===== config.mk =====
export PLATFORM = sky130hd
export DESIGN_NAME = hit_event_router
export DESIGN_NICKNAME = d
export VERILOG_FILES = /design/src/rtl/hit_router_pkg.sv /design/src/rtl/hr_sync_fifo.sv /design/src/rtl/hr_rr_arbiter.sv /design/src/rtl/hr_event_tracker.sv /design/src/rtl/hit_event_router.sv
export SDC_FILE = /design/constraint.sdc
export NUM_CORES = 2
export LEC_CHECK = 0
export BUFFER_PORTS_ARGS = -buffer_cell sky130_fd_sc_hd__clkbuf_2
export CAP_MARGIN = 10
export CORE_MARGIN = 3
export CORE_UTILIZATION = 62
export CTS_CLUSTER_DIAMETER = 60
export DETAILED_ROUTE_END_ITERATION = 16
export PLACE_DENSITY = 0.8
export SLEW_MARGIN = 0
export SYNTH_ARGS = -nofsm -noshare
export SYNTH_HDL_FRONTEND = slang
export SYNTH_MEMORY_MAX_BITS = 65536
export SYNTH_SLANG_ARGS = --single-unit

===== constraint.sdc =====
create_clock -name clk -period 15.51 [get_ports clk]
set_input_delay 0.7755 -clock clk [delete_from_list [all_inputs] [get_ports clk]]
set_output_delay 0.7755 -clock clk [all_outputs]
set_load 0.02 [all_outputs]

===== src/rtl/hit_router_pkg.sv =====
// Shared widths and time-stamp helpers for the event-sorting hit distributor.
// Assumes an 8-bit time stamp that wraps, with open events within half its range.
package hit_router_pkg;
    localparam int HIT_W  = 32;
    localparam int TS_W   = 8;
    localparam int POS_W  = HIT_W - TS_W;
    localparam int WORD_W = HIT_W + 1;

    typedef logic [TS_W-1:0] ts_t;

    // True when mark is at or after evt in wrapping time-stamp order.
    function automatic logic ts_reached(input ts_t mark, input ts_t evt);
        ts_t diff;
        diff = mark - evt;
        return ~diff[TS_W-1];
    endfunction
endpackage


===== src/rtl/hr_sync_fifo.sv =====
// Synchronous FIFO with combinational head output.
// Assumes DEPTH is a power of two, and that the caller never writes when
// full nor reads when empty.
module hr_sync_fifo #(
    parameter int WIDTH = 33,
    parameter int DEPTH = 4
) (
    input  logic             clk,
    input  logic             rst_n,
    input  logic             wr_en,
    input  logic [WIDTH-1:0] wr_data,
    input  logic             rd_en,
    output logic [WIDTH-1:0] rd_data,
    output logic             empty,
    output logic             full
);
    localparam int AW = (DEPTH > 1) ? $clog2(DEPTH) : 1;

    logic [WIDTH-1:0] mem [DEPTH];
    logic [AW-1:0]    wr_ptr;
    logic [AW-1:0]    rd_ptr;
    logic [AW:0]      count;

    // Pointer and occupancy update.
    always_ff @(posedge clk) begin
        if (!rst_n) begin
            wr_ptr <= '0;
            rd_ptr <= '0;
            count  <= '0;
        end else begin
            if (wr_en) wr_ptr <= wr_ptr + 1'b1;
            if (rd_en) rd_ptr <= rd_ptr + 1'b1;
            case ({wr_en, rd_en})
                2'b10:   count <= count + 1'b1;
                2'b01:   count <= count - 1'b1;
                default: count <= count;
            endcase
        end
    end

    // Storage write, no reset needed on data.
    always_ff @(posedge clk) begin
        if (wr_en) mem[wr_ptr] <= wr_data;
    end

    assign rd_data = mem[rd_ptr];
    assign empty   = (count == '0);
    assign full    = (count == (AW+1)'(DEPTH));
endmodule


===== src/rtl/hr_rr_arbiter.sv =====
// Rotating-priority picker: the first request at or after ptr, with wrap.
// Assumes ptr < N.
module hr_rr_arbiter #(
    parameter int N  = 4,
    parameter int IW = (N > 1) ? $clog2(N) : 1
) (
    input  logic [N-1:0]  req,
    input  logic [IW-1:0] ptr,
    output logic          gnt_any,
    output logic [IW-1:0] gnt_idx
);
    // Scan from farthest to nearest so the nearest request wins.
    always_comb begin
        gnt_any = 1'b0;
        gnt_idx = '0;
        for (int i = N - 1; i >= 0; i--) begin
            if (req[(int'(ptr) + i) % N]) begin
                gnt_any = 1'b1;
                gnt_idx = IW'((int'(ptr) + i) % N);
            end
        end
    end
endmodule


===== src/rtl/hr_event_tracker.sv =====
// Keeps the oldest open event and, per link, the last event that link has
// finished. Reports when every link has finished the oldest open event.
// Assumes each link's marks only move forward.
module hr_event_tracker
    import hit_router_pkg::*;
#(
    parameter int N_LINKS = 4,
    parameter int LW      = (N_LINKS > 1) ? $clog2(N_LINKS) : 1
) (
    input  logic          clk,
    input  logic          rst_n,
    input  logic          upd_en,
    input  logic [LW-1:0] upd_idx,
    input  ts_t           upd_mark,
    input  logic          adv,
    output ts_t           cur_evt,
    output logic          all_done
);
    ts_t              mark   [N_LINKS];
    logic [N_LINKS-1:0] mark_v;
    logic [N_LINKS-1:0] done;

    for (genvar l = 0; l < N_LINKS; l++) begin : g_link
        // Record the newest finished event of this link.
        always_ff @(posedge clk) begin
            if (!rst_n) begin
                mark[l]   <= '0;
                mark_v[l] <= 1'b0;
            end else if (upd_en && upd_idx == LW'(l)) begin
                mark[l]   <= upd_mark;
                mark_v[l] <= 1'b1;
            end
        end
        assign done[l] = mark_v[l] && ts_reached(mark[l], cur_evt);
    end

    // Advance the oldest open event when it is closed.
    always_ff @(posedge clk) begin
        if (!rst_n)   cur_evt <= '0;
        else if (adv) cur_evt <= cur_evt + 1'b1;
    end

    assign all_done = &done;
endmodule


===== src/rtl/hit_event_router.sv =====
// Event-sorting hit distributor: per-link FIFOs, a round-robin router that
// steers each hit by time stamp into output queue (ts mod N_OUTS), in-order
// event closing with end-of-event words, and per-output serial drain.
// Assumes N_OUTS, LINK_DEPTH and OUT_DEPTH are powers of two, links are in
// time-stamp order, and hits stay within N_OUTS events of the oldest open one.
module hit_event_router
    import hit_router_pkg::*;
#(
    parameter int N_LINKS    = 8,
    parameter int N_OUTS     = 8,
    parameter int LINK_DEPTH = 8,
    parameter int OUT_DEPTH  = 8
) (
    input  logic                      clk,
    input  logic                      rst_n,
    input  logic [N_LINKS-1:0]        link_valid,
    input  logic [N_LINKS-1:0]        link_end,
    input  logic [N_LINKS*HIT_W-1:0]  link_data,
    output logic [N_LINKS-1:0]        link_ovf,
    output logic [N_OUTS-1:0]         out_valid,
    output logic [N_OUTS-1:0]         out_last,
    output logic [N_OUTS*HIT_W-1:0]   out_data,
    input  logic [N_OUTS-1:0]         out_ready
);
    localparam int LW = (N_LINKS > 1) ? $clog2(N_LINKS) : 1;
    localparam int OW = (N_OUTS > 1) ? $clog2(N_OUTS) : 1;

    logic [WORD_W-1:0]  lf_head  [N_LINKS];
    logic [N_LINKS-1:0] lf_empty;
    logic [N_LINKS-1:0] lf_full;
    logic [N_LINKS-1:0] lf_pop;
    logic [N_LINKS-1:0] req;
    logic [OW-1:0]      head_tgt [N_LINKS];

    logic [WORD_W-1:0]  oq_head  [N_OUTS];
    logic [N_OUTS-1:0]  oq_empty;
    logic [N_OUTS-1:0]  oq_full;
    logic [N_OUTS-1:0]  oq_wr;
    logic [WORD_W-1:0]  oq_wdata;

    logic [LW-1:0]      rr_ptr;
    logic               gnt_any;
    logic [LW-1:0]      gnt_idx;
    logic [WORD_W-1:0]  sel_word;
    logic               sel_end;
    ts_t                sel_ts;
    logic [OW-1:0]      sel_tgt;

    ts_t                cur_evt;
    logic               all_done;
    logic [OW-1:0]      close_tgt;
    logic               do_close;
    logic               do_route;
    ts_t                upd_mark;

    for (genvar l = 0; l < N_LINKS; l++) begin : g_in
        hr_sync_fifo #(.WIDTH(WORD_W), .DEPTH(LINK_DEPTH)) u_link_fifo (
            .clk     (clk),
            .rst_n   (rst_n),
            .wr_en   (link_valid[l] && !lf_full[l]),
            .wr_data ({link_end[l], link_data[l*HIT_W +: HIT_W]}),
            .rd_en   (lf_pop[l]),
            .rd_data (lf_head[l]),
            .empty   (lf_empty[l]),
            .full    (lf_full[l])
        );

        // Sticky flag for a word lost to a full link FIFO.
        always_ff @(posedge clk) begin
            if (!rst_n)                          link_ovf[l] <= 1'b0;
            else if (link_valid[l] && lf_full[l]) link_ovf[l] <= 1'b1;
        end

        assign head_tgt[l] = OW'(lf_head[l][TS_W-1:0] % N_OUTS);
        assign req[l]      = !lf_empty[l] &&
                             (lf_head[l][HIT_W] || !oq_full[head_tgt[l]]);
        assign lf_pop[l]   = do_route && (gnt_idx == LW'(l));
    end

    hr_rr_arbiter #(.N(N_LINKS), .IW(LW)) u_arb (
        .req     (req),
        .ptr     (rr_ptr),
        .gnt_any (gnt_any),
        .gnt_idx (gnt_idx)
    );

    assign sel_word  = lf_head[gnt_idx];
    assign sel_end   = sel_word[HIT_W];
    assign sel_ts    = sel_word[TS_W-1:0];
    assign sel_tgt   = OW'(sel_ts % N_OUTS);
    assign close_tgt = OW'(cur_evt % N_OUTS);
    assign do_close  = all_done && !oq_full[close_tgt];
    assign do_route  = !do_close && gnt_any;
    assign upd_mark  = sel_end ? sel_ts : sel_ts - ts_t'(1);

    // Word written into an output queue this cycle.
    always_comb begin
        if (do_close) oq_wdata = {1'b1, {POS_W{1'b0}}, cur_evt};
        else          oq_wdata = {1'b0, sel_word[HIT_W-1:0]};
    end

    // Rotate the search start past the link just served.
    always_ff @(posedge clk) begin
        if (!rst_n)
            rr_ptr <= '0;
        else if (do_route)
            rr_ptr <= (gnt_idx == LW'(N_LINKS - 1)) ? '0 : gnt_idx + 1'b1;
    end

    hr_event_tracker #(.N_LINKS(N_LINKS), .LW(LW)) u_trk (
        .clk      (clk),
        .rst_n    (rst_n),
        .upd_en   (do_route),
        .upd_idx  (gnt_idx),
        .upd_mark (upd_mark),
        .adv      (do_close),
        .cur_evt  (cur_evt),
        .all_done (all_done)
    );

    for (genvar o = 0; o < N_OUTS; o++) begin : g_out
        assign oq_wr[o] = (do_close && close_tgt == OW'(o)) ||
                          (do_route && !sel_end && sel_tgt == OW'(o));

        hr_sync_fifo #(.WIDTH(WORD_W), .DEPTH(OUT_DEPTH)) u_out_q (
            .clk     (clk),
            .rst_n   (rst_n),
            .wr_en   (oq_wr[o]),
            .wr_data (oq_wdata),
            .rd_en   (out_ready[o] && !oq_empty[o]),
            .rd_data (oq_head[o]),
            .empty   (oq_empty[o]),
            .full    (oq_full[o])
        );

        assign out_valid[o]                = !oq_empty[o];
        assign out_last[o]                 = oq_head[o][HIT_W];
        assign out_data[o*HIT_W +: HIT_W]  = oq_head[o][HIT_W-1:0];
    end
endmodule


### Word-level counts from Yosys, hierarchy flattened

Memory sizes are Yosys's and may differ from the RTL's. A register that Yosys moved wholly into a read port is not among the register bits.
Cells that the tools add are included.

* bits of input ports: 282
* word-level logic and storage cells: 613
* bits in latches: 0
* RAM bits: 4288
* ROM bits: 0
* memories: 17
* bits in registers: 187

Memory list
* g_in[0].u_link_fifo.mem: words 8, bits a word 33, read ports 1, clocked after memory_dff 1, wr ports 1, line hr_sync_fifo.sv:19 `logic [WIDTH-1:0] mem [DEPTH];`
* g_in[1].u_link_fifo.mem: words 8, bits a word 33, read ports 1, clocked after memory_dff 1, wr ports 1, line hr_sync_fifo.sv:19
* g_in[2].u_link_fifo.mem: words 8, bits a word 33, read ports 1, clocked after memory_dff 1, wr ports 1, line hr_sync_fifo.sv:19
* g_in[3].u_link_fifo.mem: words 8, bits a word 33, read ports 1, clocked after memory_dff 1, wr ports 1, line hr_sync_fifo.sv:19
* g_in[4].u_link_fifo.mem: words 8, bits a word 33, read ports 1, clocked after memory_dff 1, wr ports 1, line hr_sync_fifo.sv:19
* g_in[5].u_link_fifo.mem: words 8, bits a word 33, read ports 1, clocked after memory_dff 1, wr ports 1, line hr_sync_fifo.sv:19
* +11 memories

* equal/unequal tests: 69
* add/sub/neg operators: 82
* multipliers: 0
* shift operators: 0
* bitwise gates (word level): 24
* muxes and demuxes: 176
* reduce and logical (&&, ||, !) cells: 161
* order comparisons: 18
* divide/modulo/power cells: 0

Operators by type and width (number)
* $pmux W4 S2: 16
* $mux W3: 41
* $add A3 B1 Y3 const B: 34
* $bmux W33 S3: 1
* $mux W33: 3
* $mux W1: 89
* $mux W8: 9
* $logic_and A1 B1 Y1: 67
* $add A4 B1 Y4 const B: 16
* $eq A4 B4 Y1 const B: 16
* $logic_not A4 Y1: 16
* $sub A4 B1 Y4 const B: 16
* $sub A8 B8 Y8: 8
* $bmux W1 S3: 17
* $lt A3 B4 Y1 const B: 10
* $eq A3 B3 Y1 const B: 12
* $logic_not A1 Y1: 35
* $lt A4 B5 Y1 const B: 7
* $eq A2 B1 Y1 const B: 16
* $eq A2 B2 Y1 const B: 16
* $reduce_bool A2 Y1: 16
* $reduce_or A3 Y1: 7
* $eq A3 B2 Y1 const B: 6
* $logic_or A1 B1 Y1: 16
* other kinds (12): 40

### Longest topological paths before layout

* word-level depth: 27
* depth in mapped cells: 32
* mapped depth without buffers: 25

### By module

Synthesis repeated with hierarchy kept, for this count alone.

* cell total of the unflattened synthesis: 8070
* area, all modules: 178085.8 µm²

By module, submodules not included
* hr_sync_fifo (g_in[3].u_link_fifo ...): area an instance 10577.6 µm², seq. area each 8187.9 µm², cells each 452, instances 11
* hr_sync_fifo (g_in[2].u_link_fifo ...): area an instance 10576.4 µm², seq. area each 8187.9 µm², cells each 452, instances 2
* hr_sync_fifo (g_in[0].u_link_fifo ...): area an instance 10572.6 µm², seq. area each 8187.9 µm², cells each 451, instances 2
* hr_sync_fifo (g_in[6].u_link_fifo): area an instance 10608.9 µm², seq. area each 8187.9 µm², cells each 452, instances 1
* hr_event_tracker: area an instance 4204.0 µm², seq. area each 2242.2 µm², cells each 354, instances 1
* hit_event_router: area an instance 3838.7 µm², seq. area each 220.2 µm², cells each 396, instances 1
* hr_rr_arbiter: area an instance 782.0 µm², seq. area each 0.0 µm², cells each 90, instances 1

### Worst setup path before layout

OpenSTA, ideal clock, no wires.

* kind: register to register
* start: register with a tool-made name
* end: memory g_out[3].u_out_q.mem[4][0], enable pin
* clock period less this slack: 8905 ps
* setup time: 518 ps
* buffers on the path: 5
* slack: 6605 ps
* cell stages (with the launch flop): 24
* data required time: 14992 ps
* data arrival time: 8387 ps
* cell sequence: dfxtp_1 > buf_6 > mux4_2 > mux2_4 > mux4_2 > a31oi_4 > a211oi_2 > a22o_1 > o41a_1 > a41o_1 > a32o_1 > or2_4 > and3_4 > inv_6 > buf_12 > buf_4 > nand2_1 > o21ai_0 > o221ai_1 > clkbuf_1 > nor4_1 > a21oi_1 > buf_1 > nor4b_1

RTL lines (line)
* end, declared: hr_sync_fifo.sv:19

==> reports/results.tsv <==
stage	metric	value	unit
grt	grt_max_degree	172	
routing	drt-met1-wl	160.1	mm
floorplan	initial_core_util	62.35	%
grt	grt_pass1_vias	92119	
floorplan	die_area	293500	um2
critical_path	end_kind	flip-flop	
grt	grt_antenna_before_repair	97	
timing	slew_headroom	13.49	%
cells_and_area	nNetsFinal	9828	
clock_tree	postCtsSetupBuffers	0	
floorplan	io_pins	562	
synth	synth_enable_flop_cells	4288	
clock_tree	clkLatencyLatePin	980	ps
critical_path	crit_required	16380	ps
timing	max_freq	102.8	MHz
timing	hold_viol	0	
clock_tree	cts-resized-gates	0	
clock_tree	clk_pin_slew_worst_paths	70	ps
grt	overflow	0	
clock_tree	hold_buffers	0	
grt	grt_pass1_wl	660.4	mm
place	dp_hpwl	259.7	mm
synth	ys_seq_area_share	74.99	%
timing	slew_violations	0	
status	outcome	finished clean	
routing	drtIter0Drc	11953	
cells_and_area	drive_gt1_share	31.05	%
run	max-cap-violations	0	
clock_tree	clockBufferDepth	4	
synth	synth_top_area_share	72.35	%
cells_and_area	mostFrequentLayoutCell	edfxtp_1	
timing	post-route-period-util	62.74	%
grt	grt_use_total	31.27	%
routing	highest_layer	met5	
place	gp_congestion	0.8919	
critical_path	critPathLaunchType	flip-flop	
synth	synth_cell_type_count	85	
floorplan	num_rows	196	
critical_path	r2r-end	g_out[3].u_out_q.count[2]$_SDFFE_PN0P_	
critical_path	r2r_slack	5780	ps
timing	skew	64.13	ps
critical_path	ff2ff_path_depth	26	
min_path	min_from	link_data[102]	
critical_path	crit_fanout	81	
routing	firstDrtPassIters	6	
critical_path	crit_type	reg -> reg	
cells_and_area	syn2layout_area_growth	13.23	%
routing	vias	91112	
synth	synth-seq-cells	4523	
min_path	hold_end	g_in[3].u_link_fifo.mem[3][6]$_DFFE_PP_	
synth	synth_ff_type	edfxtp_1	
routing	wl_met2	226.6	mm
synth	yosysWarnings	0	
synth	syn_inst	8634	
clock_tree	cts-root-buf	clkbuf_16	
routing	vias_per_cell	6.700	
cells_and_area	final_cell_mix	edfxtp_1, mux4_2, clkbuf_2	
floorplan	die_h	541.8	um
routing	met3_length	49.14	mm
routing	routed_wl	458.4	mm
min_path	whs_path_depth	1	
timing	rsz0062_at_grt	no	
synth	ys_async_sr_fraction	0	%
synth	syn-num-nets	9066	
clock_tree	tritoncts	built	
routing	antenna_left	0	
timing	fin_tns_setup	0	ps
place	io_buffers	561	
clock_tree	htreeDepth	5	
routing	avgRoutedWirePerCell	33.71	um
synth	synth_top_area_cell	edfxtp_1	
clock_tree	cts.sinks	4523	
synth	synthTopCellsByArea	edfxtp_1, mux4_2, dfxtp_1	
cells_and_area	fill_cells	16001	
timing	tightest_slew	1290	ps
critical_path	cp_data_arrival_time	10600	ps
clock_tree	numCtsBuffers	433	
synth	netlist_area	178000	um2
min_path	hold_path.class	in -> reg	
timing	min_period	9731	ps
routing	drc_errors	0	
synth	post_synth.cell_area_avg	20.61	um2
timing	setup_viol	0	
floorplan	core-area	285500	um2
floorplan	die_x	541.8	um
==> critical path: stages (launching register included) <==
cell and delay, ps:
dfxtp_4 330, buf_4 800, mux2_2 330, o22ai_1 80
a211oi_1 710, mux4_2 410, a21oi_1 460, nand2_1 210
mux4_2 510, and3_1 190, a32o_1 240, or2_4 240
and3_4 220, inv_8 350, buf_4 710, nand2_1 170
a32oi_2 400, nand4_1 250, nor4_1 1080, a21oi_2 390
ha_1 400, xor2_1 170, ha_1 190, a21oi_1 140
xor2_1 90, or3_1 320, a21oi_1 140
==> worst max-delay path by stage <==
stage | startpoint | to | slack, ps | cells past startpoint
floorplan | flip-flop | g_out[3].u_out_q.mem[4][0]$_DFFE_PP_ | 6600 | 23
global placement | flip-flop | g_out[3].u_out_q.count[2]$_SDFFE_PN0P_ | 5900 | 26
detailed placement | flip-flop | g_out[3].u_out_q.count[2]$_SDFFE_PN0P_ | 5860 | 26
CTS | flip-flop | g_out[0].u_out_q.count[2]$_SDFFE_PN0P_ | 5750 | 26
global route | flip-flop | g_out[0].u_out_q.count[2]$_SDFFE_PN0P_ | 5280 | 24
finish | flip-flop | g_out[3].u_out_q.count[2]$_SDFFE_PN0P_ | 5780 | 26
==> Yosys cell counts (10+ instances only) <==
| library cell | count |
|---|---|
| a211oi_1 | 217 |
| a21o_1 | 46 |
| a21oi_1 | 217 |
| a221oi_1 | 12 |
| a31oi_1 | 19 |
| and2_1 | 28 |
| and3_1 | 17 |
| buf_1 | 141 |
| buf_2 | 14 |
| clkbuf_1 | 289 |
| dfxtp_1 | 235 |
| edfxtp_1 | 4288 |
| ha_1 | 142 |
| inv_1 | 77 |
| mux2_2 | 313 |
| mux2i_1 | 233 |
| mux4_2 | 1055 |
| nand2_1 | 227 |
| nand2b_1 | 62 |
| nand3_1 | 36 |
| nand3b_1 | 27 |
| nand4_1 | 10 |
| nor2_1 | 280 |
| nor2b_1 | 134 |
| nor3_1 | 81 |
| nor3b_1 | 14 |
| nor4_1 | 33 |
| nor4b_1 | 24 |
| nor4bb_1 | 15 |
| o211ai_1 | 19 |
| o21ai_0 | 45 |
| or3_1 | 23 |
| xnor2_1 | 47 |
| xor2_1 | 75 |
==> cell type report <==
cell class                 instances  area, um2  share of cell area [%]
tap                             3762       4707                   2.336
timing repair buffer             781       4462                   2.214
inverter                          84      332.8                  0.1652
multi-input combinational       3573      43700                   21.69
sequential                      4523     133600                   66.28
clock buffer                     526      11360                   5.635
clock inverter                   281       3214                   1.595
antenna                           69      172.7                 0.08568
==> cell families after synthesis <==
group	after synthesis	share of synthesized area (%)
buffers and inverters	538	1.190
adders and majority gates	150	1.088
AOI/OAI and AO/OA	656	2.463
muxes	1607	16.69
xor gates and xnor gates	122	0.6004
and+or+nand+nor	1038	2.977
DFF	4523	74.99
==> routing by layer <==
layer / track usage [%] / up-vias
li1: - / 37185
met3: 6.501 / 868
met4: 13.55 / 48
met1: 42.13 / 47408
met5: 0 / -
met2: 50.35 / 5603
==> registers in the layout (all words and copies together) (netlist names), named ones only <==
signal / cells
u_trk.mark_v: 8
rr_ptr: 3
u_trk.cur_evt: 8
g_in.u_link_fifo.mem: 2112
g_in.u_link_fifo.rd_ptr: 24
g_out.u_out_q.rd_ptr: 24
g_out.u_out_q.mem: 2112
g_out.u_out_q.wr_ptr: 24
link_ovf: 8
u_trk.mark: 64
g_in.u_link_fifo.count: 32
g_in.u_link_fifo.wr_ptr: 24
g_out.u_out_q.count: 32
==> per-stage QoR <==
step	hold WS [ps]	area (um2)	std cells	utilization (%)	setup WS, ps
final	62.34	201500	13599	70.60	5779
after global routing	55.35	201400	13552	70.56	5282
after CTS	1.106	201300	13530	70.54	5755
after detailed placement	462.9	186800	12723	65.43	5861
after global placement	447.1	186800	12723	65.43	5895
after floorplan	440.0	178000	8634	-	6605
Power is not shown: default switching activity piles up to over one toggle a cycle in this logic, so the estimate is an artifact.
